### src/rtl/sram_pkg.sv
package sram_pkg;

  typedef enum logic [1:0] {
    CMD_IDLE  = 2'd0,
    CMD_DESEL = 2'd1,
    CMD_READ  = 2'd2,
    CMD_WRITE = 2'd3
  } cmd_e;

endpackage

### src/rtl/burst_addr_ctr.sv
module burst_addr_ctr #(
  parameter int ADDR_W = 8,
  parameter int CNT_W  = 2
) (
  input  logic              clk,
  input  logic              rst_n,
  input  logic              load,
  input  logic              step,
  input  logic              linear,
  input  logic [ADDR_W-1:0] load_addr,
  output logic [ADDR_W-1:0] addr_now
);

  localparam logic [CNT_W-1:0] ONE = {{(CNT_W-1){1'b0}}, 1'b1};

  logic [ADDR_W-1:0] base_q, base_d;
  logic [CNT_W-1:0]  cnt_q, cnt_d, cnt_use, low_sel;

  always_comb begin
    cnt_use  = step ? cnt_q + ONE : cnt_q;
    low_sel  = linear ? (base_q[CNT_W-1:0] + cnt_use) : (base_q[CNT_W-1:0] ^ cnt_use);
    addr_now = load ? load_addr : {base_q[ADDR_W-1:CNT_W], low_sel};
    base_d   = base_q;
    cnt_d    = cnt_q;
    if (load) begin
      base_d = load_addr;
      cnt_d  = '0;
    end else if (step) begin
      cnt_d  = cnt_use;
    end
  end

  always_ff @(posedge clk or negedge rst_n) begin
    if (!rst_n) begin
      base_q <= '0;
      cnt_q  <= '0;
    end else if (load || step) begin
      base_q <= base_d;
      cnt_q  <= cnt_d;
    end
  end

endmodule

### src/rtl/sram_cmd_decode.sv
module sram_cmd_decode
  import sram_pkg::*;
#(
  parameter int BYTES    = 2,
  parameter int WAKE_CYC = 2
) (
  input  logic             clk,
  input  logic             rst_n,
  input  logic             cs0_n,
  input  logic             cs1,
  input  logic             cs2_n,
  input  logic             host_stb_n,
  input  logic             ctl_stb_n,
  input  logic             burst_step_n,
  input  logic             wr_all_n,
  input  logic             wr_byte_n,
  input  logic [BYTES-1:0] byte_sel_n,
  input  logic             sleep_req,
  output cmd_e             cmd,
  output logic             ctr_load,
  output logic             ctr_step,
  output logic [BYTES-1:0] byte_we
);

  localparam int WAKE_W = $clog2(WAKE_CYC + 1);
  localparam logic [WAKE_W-1:0] WAKE_INIT = WAKE_W'(WAKE_CYC);
  localparam logic [WAKE_W-1:0] WAKE_ONE  = {{(WAKE_W-1){1'b0}}, 1'b1};

  logic [WAKE_W-1:0] wake_q, wake_d;
  logic              burst_q, burst_d;
  logic              blocked, host_go, ctl_go, selected, wr_cond;
  logic [BYTES-1:0]  mask;

  always_comb begin
    blocked  = sleep_req || (wake_q != '0);
    host_go  = !host_stb_n && !cs0_n;
    ctl_go   = !host_go && !ctl_stb_n;
    selected = !cs0_n && cs1 && !cs2_n;
    mask     = !wr_all_n ? {BYTES{1'b1}} : (!wr_byte_n ? ~byte_sel_n : '0);
    wr_cond  = |mask;

    cmd      = CMD_IDLE;
    ctr_load = 1'b0;
    ctr_step = 1'b0;
    burst_d  = burst_q;

    if (blocked) begin
      burst_d = 1'b0;
    end else if (host_go || ctl_go) begin
      if (selected) begin
        ctr_load = 1'b1;
        burst_d  = 1'b1;
        cmd      = (ctl_go && wr_cond) ? CMD_WRITE : CMD_READ;
      end else begin
        burst_d  = 1'b0;
        cmd      = CMD_DESEL;
      end
    end else if (burst_q) begin
      ctr_step = !burst_step_n;
      cmd      = wr_cond ? CMD_WRITE : CMD_READ;
    end

    byte_we = (cmd == CMD_WRITE) ? mask : '0;

    wake_d = wake_q;
    if (sleep_req) begin
      wake_d = WAKE_INIT;
    end else if (wake_q != '0) begin
      wake_d = wake_q - WAKE_ONE;
    end
  end

  always_ff @(posedge clk or negedge rst_n) begin
    if (!rst_n) begin
      wake_q  <= WAKE_INIT;
      burst_q <= 1'b0;
    end else begin
      wake_q  <= wake_d;
      burst_q <= burst_d;
    end
  end

endmodule

### src/rtl/sram_out_pipe.sv
module sram_out_pipe #(
  parameter int ADDR_W = 8,
  parameter int DW     = 18
) (
  input  logic              clk,
  input  logic              rst_n,
  input  logic              rd_go,
  input  logic              wr_go,
  input  logic [ADDR_W-1:0] addr_now,
  input  logic [DW-1:0]     rdata,
  input  logic              sleep_req,
  input  logic              pipe_mode,
  input  logic              out_en_n,
  output logic [ADDR_W-1:0] rd_addr,
  output logic [DW-1:0]     dout,
  output logic              dq_oe
);

  logic          s1_rd_q, s1_wr_q, s2_rd_q, sleep_q;
  logic [DW-1:0] s2_data_q;
  logic          sync_on;

  always_ff @(posedge clk or negedge rst_n) begin
    if (!rst_n) begin
      s1_rd_q <= 1'b0;
      s1_wr_q <= 1'b0;
      s2_rd_q <= 1'b0;
      sleep_q <= 1'b0;
    end else begin
      s1_rd_q <= rd_go;
      s1_wr_q <= wr_go;
      s2_rd_q <= s1_rd_q;
      sleep_q <= sleep_req;
    end
  end

  always_ff @(posedge clk or negedge rst_n) begin
    if (!rst_n) begin
      rd_addr <= '0;
    end else if (rd_go) begin
      rd_addr <= addr_now;
    end
  end

  always_ff @(posedge clk or negedge rst_n) begin
    if (!rst_n) begin
      s2_data_q <= '0;
    end else if (s1_rd_q) begin
      s2_data_q <= rdata;
    end
  end

  always_comb begin
    sync_on = pipe_mode ? s2_rd_q : s1_rd_q;
    dout    = pipe_mode ? s2_data_q : rdata;
    dq_oe   = sync_on && !s1_wr_q && !sleep_q && !out_en_n;
  end

endmodule

### src/rtl/burst_sram.sv
module burst_sram
  import sram_pkg::*;
#(
  parameter int ADDR_W = 8,
  parameter int BYTES  = 2,
  parameter int BYTE_W = 9
) (
  input  logic                    clk,
  input  logic                    rst_n,
  input  logic [ADDR_W-1:0]       addr,
  input  logic [BYTES*BYTE_W-1:0] din,
  output logic [BYTES*BYTE_W-1:0] dout,
  output logic                    dq_oe,
  input  logic                    cs0_n,
  input  logic                    cs1,
  input  logic                    cs2_n,
  input  logic                    host_stb_n,
  input  logic                    ctl_stb_n,
  input  logic                    burst_step_n,
  input  logic                    wr_all_n,
  input  logic                    wr_byte_n,
  input  logic [BYTES-1:0]        byte_sel_n,
  input  logic                    out_en_n,
  input  logic                    sleep_req,
  input  logic                    pipe_mode,
  input  logic                    lin_order_n
);

  localparam int DW    = BYTES * BYTE_W;
  localparam int DEPTH = 1 << ADDR_W;

  logic [1:0]        rst_sync_q;
  logic              rst_int_n;
  cmd_e              cmd;
  logic              ctr_load, ctr_step;
  logic [BYTES-1:0]  byte_we;
  logic [ADDR_W-1:0] addr_now, rd_addr;
  logic [DW-1:0]     rdata;
  logic [DW-1:0]     mem [DEPTH];

  // reset asserts at once, releases on the clock
  always_ff @(posedge clk or negedge rst_n) begin
    if (!rst_n) rst_sync_q <= 2'b00;
    else        rst_sync_q <= {rst_sync_q[0], 1'b1};
  end
  assign rst_int_n = rst_sync_q[1];

  sram_cmd_decode #(.BYTES(BYTES)) u_decode (
    .clk(clk), .rst_n(rst_int_n),
    .cs0_n(cs0_n), .cs1(cs1), .cs2_n(cs2_n),
    .host_stb_n(host_stb_n), .ctl_stb_n(ctl_stb_n), .burst_step_n(burst_step_n),
    .wr_all_n(wr_all_n), .wr_byte_n(wr_byte_n), .byte_sel_n(byte_sel_n),
    .sleep_req(sleep_req),
    .cmd(cmd), .ctr_load(ctr_load), .ctr_step(ctr_step), .byte_we(byte_we)
  );

  burst_addr_ctr #(.ADDR_W(ADDR_W), .CNT_W(2)) u_ctr (
    .clk(clk), .rst_n(rst_int_n),
    .load(ctr_load), .step(ctr_step), .linear(!lin_order_n),
    .load_addr(addr), .addr_now(addr_now)
  );

  always_ff @(posedge clk) begin
    for (int b = 0; b < BYTES; b++) begin
      if (byte_we[b]) mem[addr_now][b*BYTE_W +: BYTE_W] <= din[b*BYTE_W +: BYTE_W];
    end
  end

  assign rdata = mem[rd_addr];

  sram_out_pipe #(.ADDR_W(ADDR_W), .DW(DW)) u_out (
    .clk(clk), .rst_n(rst_int_n),
    .rd_go(cmd == CMD_READ), .wr_go(cmd == CMD_WRITE),
    .addr_now(addr_now), .rdata(rdata), .sleep_req(sleep_req),
    .pipe_mode(pipe_mode), .out_en_n(out_en_n),
    .rd_addr(rd_addr), .dout(dout), .dq_oe(dq_oe)
  );

endmodule

### config.mk
export PLATFORM = sky130hd
export DESIGN_NAME = burst_sram
export DESIGN_NICKNAME = d
export VERILOG_FILES = /design/src/rtl/sram_pkg.sv /design/src/rtl/burst_addr_ctr.sv /design/src/rtl/sram_cmd_decode.sv /design/src/rtl/sram_out_pipe.sv /design/src/rtl/burst_sram.sv
export SDC_FILE = /design/constraint.sdc
export NUM_CORES = 2
export LEC_CHECK = 0
export BUFFER_PORTS_ARGS = -buffer_cell sky130_fd_sc_hd__buf_2
export CAP_MARGIN = 20
export CORE_ASPECT_RATIO = 1.5
export CORE_MARGIN = 2
export CORE_UTILIZATION = 45
export CTS_BUF_LIST = sky130_fd_sc_hd__clkbuf_8 sky130_fd_sc_hd__clkbuf_16
export CTS_CLUSTER_DIAMETER = 60
export DETAILED_ROUTE_END_ITERATION = 8
export PLACE_DENSITY = 0.57
export SLEW_MARGIN = 10
export SYNTH_ARGS = -nofsm -noshare
export SYNTH_HDL_FRONTEND = slang
export SYNTH_HIERARCHICAL = 1
export SYNTH_MEMORY_MAX_BITS = 65536
export SYNTH_SLANG_ARGS = --single-unit
### constraint.sdc
create_clock -name clk -period 3.3 [get_ports clk]
set_input_delay 0.33 -clock clk [delete_from_list [all_inputs] [get_ports clk]]
set_output_delay 0.33 -clock clk [all_outputs]
set_load 0.02 [all_outputs]
==> results_dict.tcl <==
set metrics [dict create \
    status "finished with violations" \
    violations "negative setup slack" \
    core_um2 402000 \
    switchingPower_mw 44.7 \
    numPortBuffers 60 \
    ys_seq_area_frac 0.768 \
    dpl-instance-area_um2 203000 \
    p_comb_frac 0.277 \
    areaGrowthSynthToFinish_pct 23.9 \
    num_rows 285 \
    synthAdderAreaFrac 0.000138 \
    avgSynthCellArea_um2 20.8 \
    path_cells "buf_12 -> buf_12 -> buf_4 -> buf_12 -> buf_12 -> buf_6 -> mux4_2 -> o22ai_1 -> buf_4 -> a22oi_2 -> nand4_1 -> buf_4 -> nor4_4 -> buf_12 -> mux2_4 -> buf_6" \
    antenna_found_initial 10 \
    clk_latency_ps 970 \
    finalPower_mw 159 \
    antenna_left 0 \
    drc_errors 0 \
    startpoint "u_out/rd_addr[0]" \
    synth_top_family_by_area "multiplexers" \
    die_y_um 782 \
    worst_path_largest_cell_delay_ps 560 \
    maxCapViolations 0 \
    synthXorXnorAreaFrac 0.0000965 \
    powerDensity_nw_per_um2 708 \
    fillerInstances 30288 \
    tritoncts "built" \
    finalInstanceArea_um2 225000 \
    rsz0062_at_grt "true" \
    wl_per_cell_um 31.7 \
    vias 95122 \
    tightest_slew_ps 1110 \
    gp_congestion 0.902 \
    die_width_um 523 \
    htreeDepth 5 \
    syn_inst 8718 \
    synth_edf_count 4608 \
    track_usage 0.245 \
    path_clk_slew_ps 60 \
    async_flop_share 0.00967 \
    finalWorstSetupSlack_ps -1860 \
    clock_skew_ps 55.3 \
    syn_nets 8762 \
    grt_overflow_total 0 \
    die_area_um2 409000 \
    min-delay-path-class "in2reg" \
    p_sw_frac 0.281 \
    synthMuxAreaShare 0.157 \
    worstPathRequired_ps 2970 \
    cp-end-kind "primary output" \
    crit_fanout 12 \
    final_hold_viol_count 0 \
    synth_seq_cells 4653 \
    min_to "mem[158][7]" \
    wl_met3_um 26300 \
    setup_viol 3404 \
    crit_path_frequent_cell "buf_12" \
    grt_pass1_vias 97704 \
    fin_nets 10487 \
    hold_depth 1 \
    viasPerCell 5.91 \
    crit_arrival_ps 4830 \
    pwr-share-clk 0.313 \
    hp-start "din[7]" \
    met2RoutedLength_um 270000 \
    cts_buffers 416 \
    grt_pass1_wl_um 719000 \
    synth_compound_area_frac 0.0327 \
    synth_area_um2 182000 \
    r2r-start "u_out/rd_addr[0]" \
    yosys.area_share.simple 0.0226 \
    ys_types 72 \
    startpoint_type "register" \
    r2r_end "u_out/s2_data_q[10]" \
    synth_top_flop_cell "edfxtp_1" \
    p_seq_frac 0.410 \
    critical_path_class "reg2out" \
    fin_crit_sh 1.56 \
    met1Wirelength_um 191000 \
    p_int_mw 114 \
    worst-r2r-setup-slack_ps -510 \
    slowest_stage "nor4_4" \
    reg2reg_depth 15 \
    ir_drop_mv 0.690 \
    pin_count 61 \
    cts.path.max_buffers 4 \
    start_util 0.452 \
    routed_wl_um 509000 \
    dp_hpwl_um 333000 \
    power.leakage_nw 72.0 \
    period_minus_slack_ps 5160 \
    slew_violations 0 \
    clock_sinks 4653 \
    drt_iter0_markers 9447 \
    top_layer "met5" \
    grt_max_degree 117 \
    slew-limit-headroom 0.263 \
    drive_gt1_frac 0.382 \
    dr.pass1.iters 8 \
    clockRootBuffer "clkbuf_16" \
    yosys_warnings 6 \
    fmax_mhz 194 \
]
[cells in the final DEF (no fill, tap or decap), types with 142 or more instances in the layout]
cell type / Yosys / final
edfxtp_1: 4608 / 4608
buf_4: 46 / 1120
mux4_2: 909 / 909
mux2i_1: 727 / 711
buf_12: 6 / 502
clkbuf_16: 0 / 436
nor2_4: 0 / 277
o221ai_1: 265 / 232
o22ai_1: 215 / 187
nor2_1: 579 / 163
nor2_2: 0 / 142
[critical path, delay by kind of cell (launching register included)]
family | cells | cell delay [ps]
compound gates | 2 | 360
buf+inv | 10 | 1570
flops | 1 | 500
mux | 2 | 520
simple gates | 2 | 880
[routing by layer]
metal  up-vias  track usage
met5         -            0
met4         2       0.0944
met3       772       0.0283
met2      3147        0.435
met1     51148        0.305
li1      40053            -
[synth_stat cells, drive strengths merged (3+ instances only)]
library cell / n / area (µm²)
edfxtp: 4608 / 138000
mux4: 909 / 20500
mux2i: 727 / 7280
nor2: 579 / 2170
buf: 283 / 2320
clkbuf: 270 / 1010
o221ai: 266 / 2340
o22ai: 216 / 1360
a21oi: 166 / 831
nor3: 127 / 636
nand2: 93 / 349
mux2: 68 / 837
nand3: 47 / 235
dfrtp: 44 / 1100
nor4: 42 / 269
o21ai: 38 / 190
a22o: 33 / 289
a22oi: 30 / 225
nand4: 27 / 169
a211oi: 26 / 195
a2111oi: 17 / 156
inv: 13 / 48.8
o22a: 11 / 96.3
nor2b: 10 / 62.6
o211ai: 6 / 45.0
a31oi: 5 / 31.3
and2: 4 / 25.0
and3: 4 / 25.0
nand2b: 4 / 25.0
o311ai: 4 / 35.0
or2: 4 / 25.0
o32ai: 3 / 26.3
or3: 3 / 18.8
[final cells by class]
class	count	area [µm²]	area share
antenna	2	5.00	0.0000223
clock buffer	432	10700	0.0477
clock inverter	316	3110	0.0138
inverter	13	61.3	0.000273
multi-input combinational	3502	43100	0.192
sequential	4653	140000	0.620
tap	5309	6640	0.0295
timing repair buffer	1857	21700	0.0965
[cells by family after synthesis]
| group | Yosys count |
|---|---|
| flops | 4653 |
| other cells | 1 |
| xor+xnor | 2 |
| simple gates | 955 |
| buf+inv | 566 |
| fa+ha+maj | 2 |
| mux | 1704 |
| compound gates | 835 |
[timing repair]
item                                     CTS  global route
endpoints found under the setup margin  4644          4635
hold endpoints to repair                 804             0
buffers inserted                          90           180
pin swaps                                 78           228
hold buffers                              34             0
gates cloned                              11            25
gates resized for setup                  348           517
[power by group through the flow]
| stage | clock, mW | combinational [mW] | sequential [mW] |
|---|---|---|---|
| after floorplan | 0 | 22.8 | 66.5 |
| after global placement | 0 | 39.1 | 66.5 |
| after detailed placement | 0 | 39.4 | 66.6 |
| after CTS | 50.5 | 42.2 | 65.2 |
| after global routing | 52.5 | 46.0 | 65.2 |
| final | 49.7 | 44.2 | 65.2 |
[per-stage QoR]
step / hold slack [ps] / setup slack (ps) / utilization / TNS, ps / instances
final: 25.8 / -1860 / 0.560 / -633640 / 16084
after global routing: 69.1 / -1900 / 0.560 / -978420 / 16084
after CTS: 47.7 / -1870 / 0.548 / -1169790 / 15888
after detailed placement: 123 / -1830 / 0.505 / -1828550 / 15006
after global placement: 116 / -2240 / 0.505 / -1536960 / 14999
after floorplan: 34.4 / -161 / - / -228320 / 8718
[registers in the layout, indices dropped and copies added (netlist names)]
| signal | flops |
|---|---|
| mem | 4608 |
| u_out/s1_rd_q | 1 |
| rst_sync_q | 2 |
| u_out/sleep_q | 1 |
| u_decode/burst_q | 1 |
| u_out/s2_data_q | 18 |
| u_out/s2_rd_q | 1 |
| u_ctr/cnt_q | 2 |
| u_decode/wake_q | 2 |
| u_out/s1_wr_q | 1 |
| u_out/rd_addr | 8 |
| u_ctr/base_q | 8 |
[worst max path at each step]
stage               slack, ps  cells after the start      endpoint
CTS                     -1870                     17      dout[10]
finish                  -1860                     16      dout[10]
floorplan                -160                     15  mem[222][10]
detailed placement      -1830                     13       dout[0]
global placement        -2240                     15      dout[15]
global route            -1900                     20      dout[10]
(Power assumes the default switching activity.)
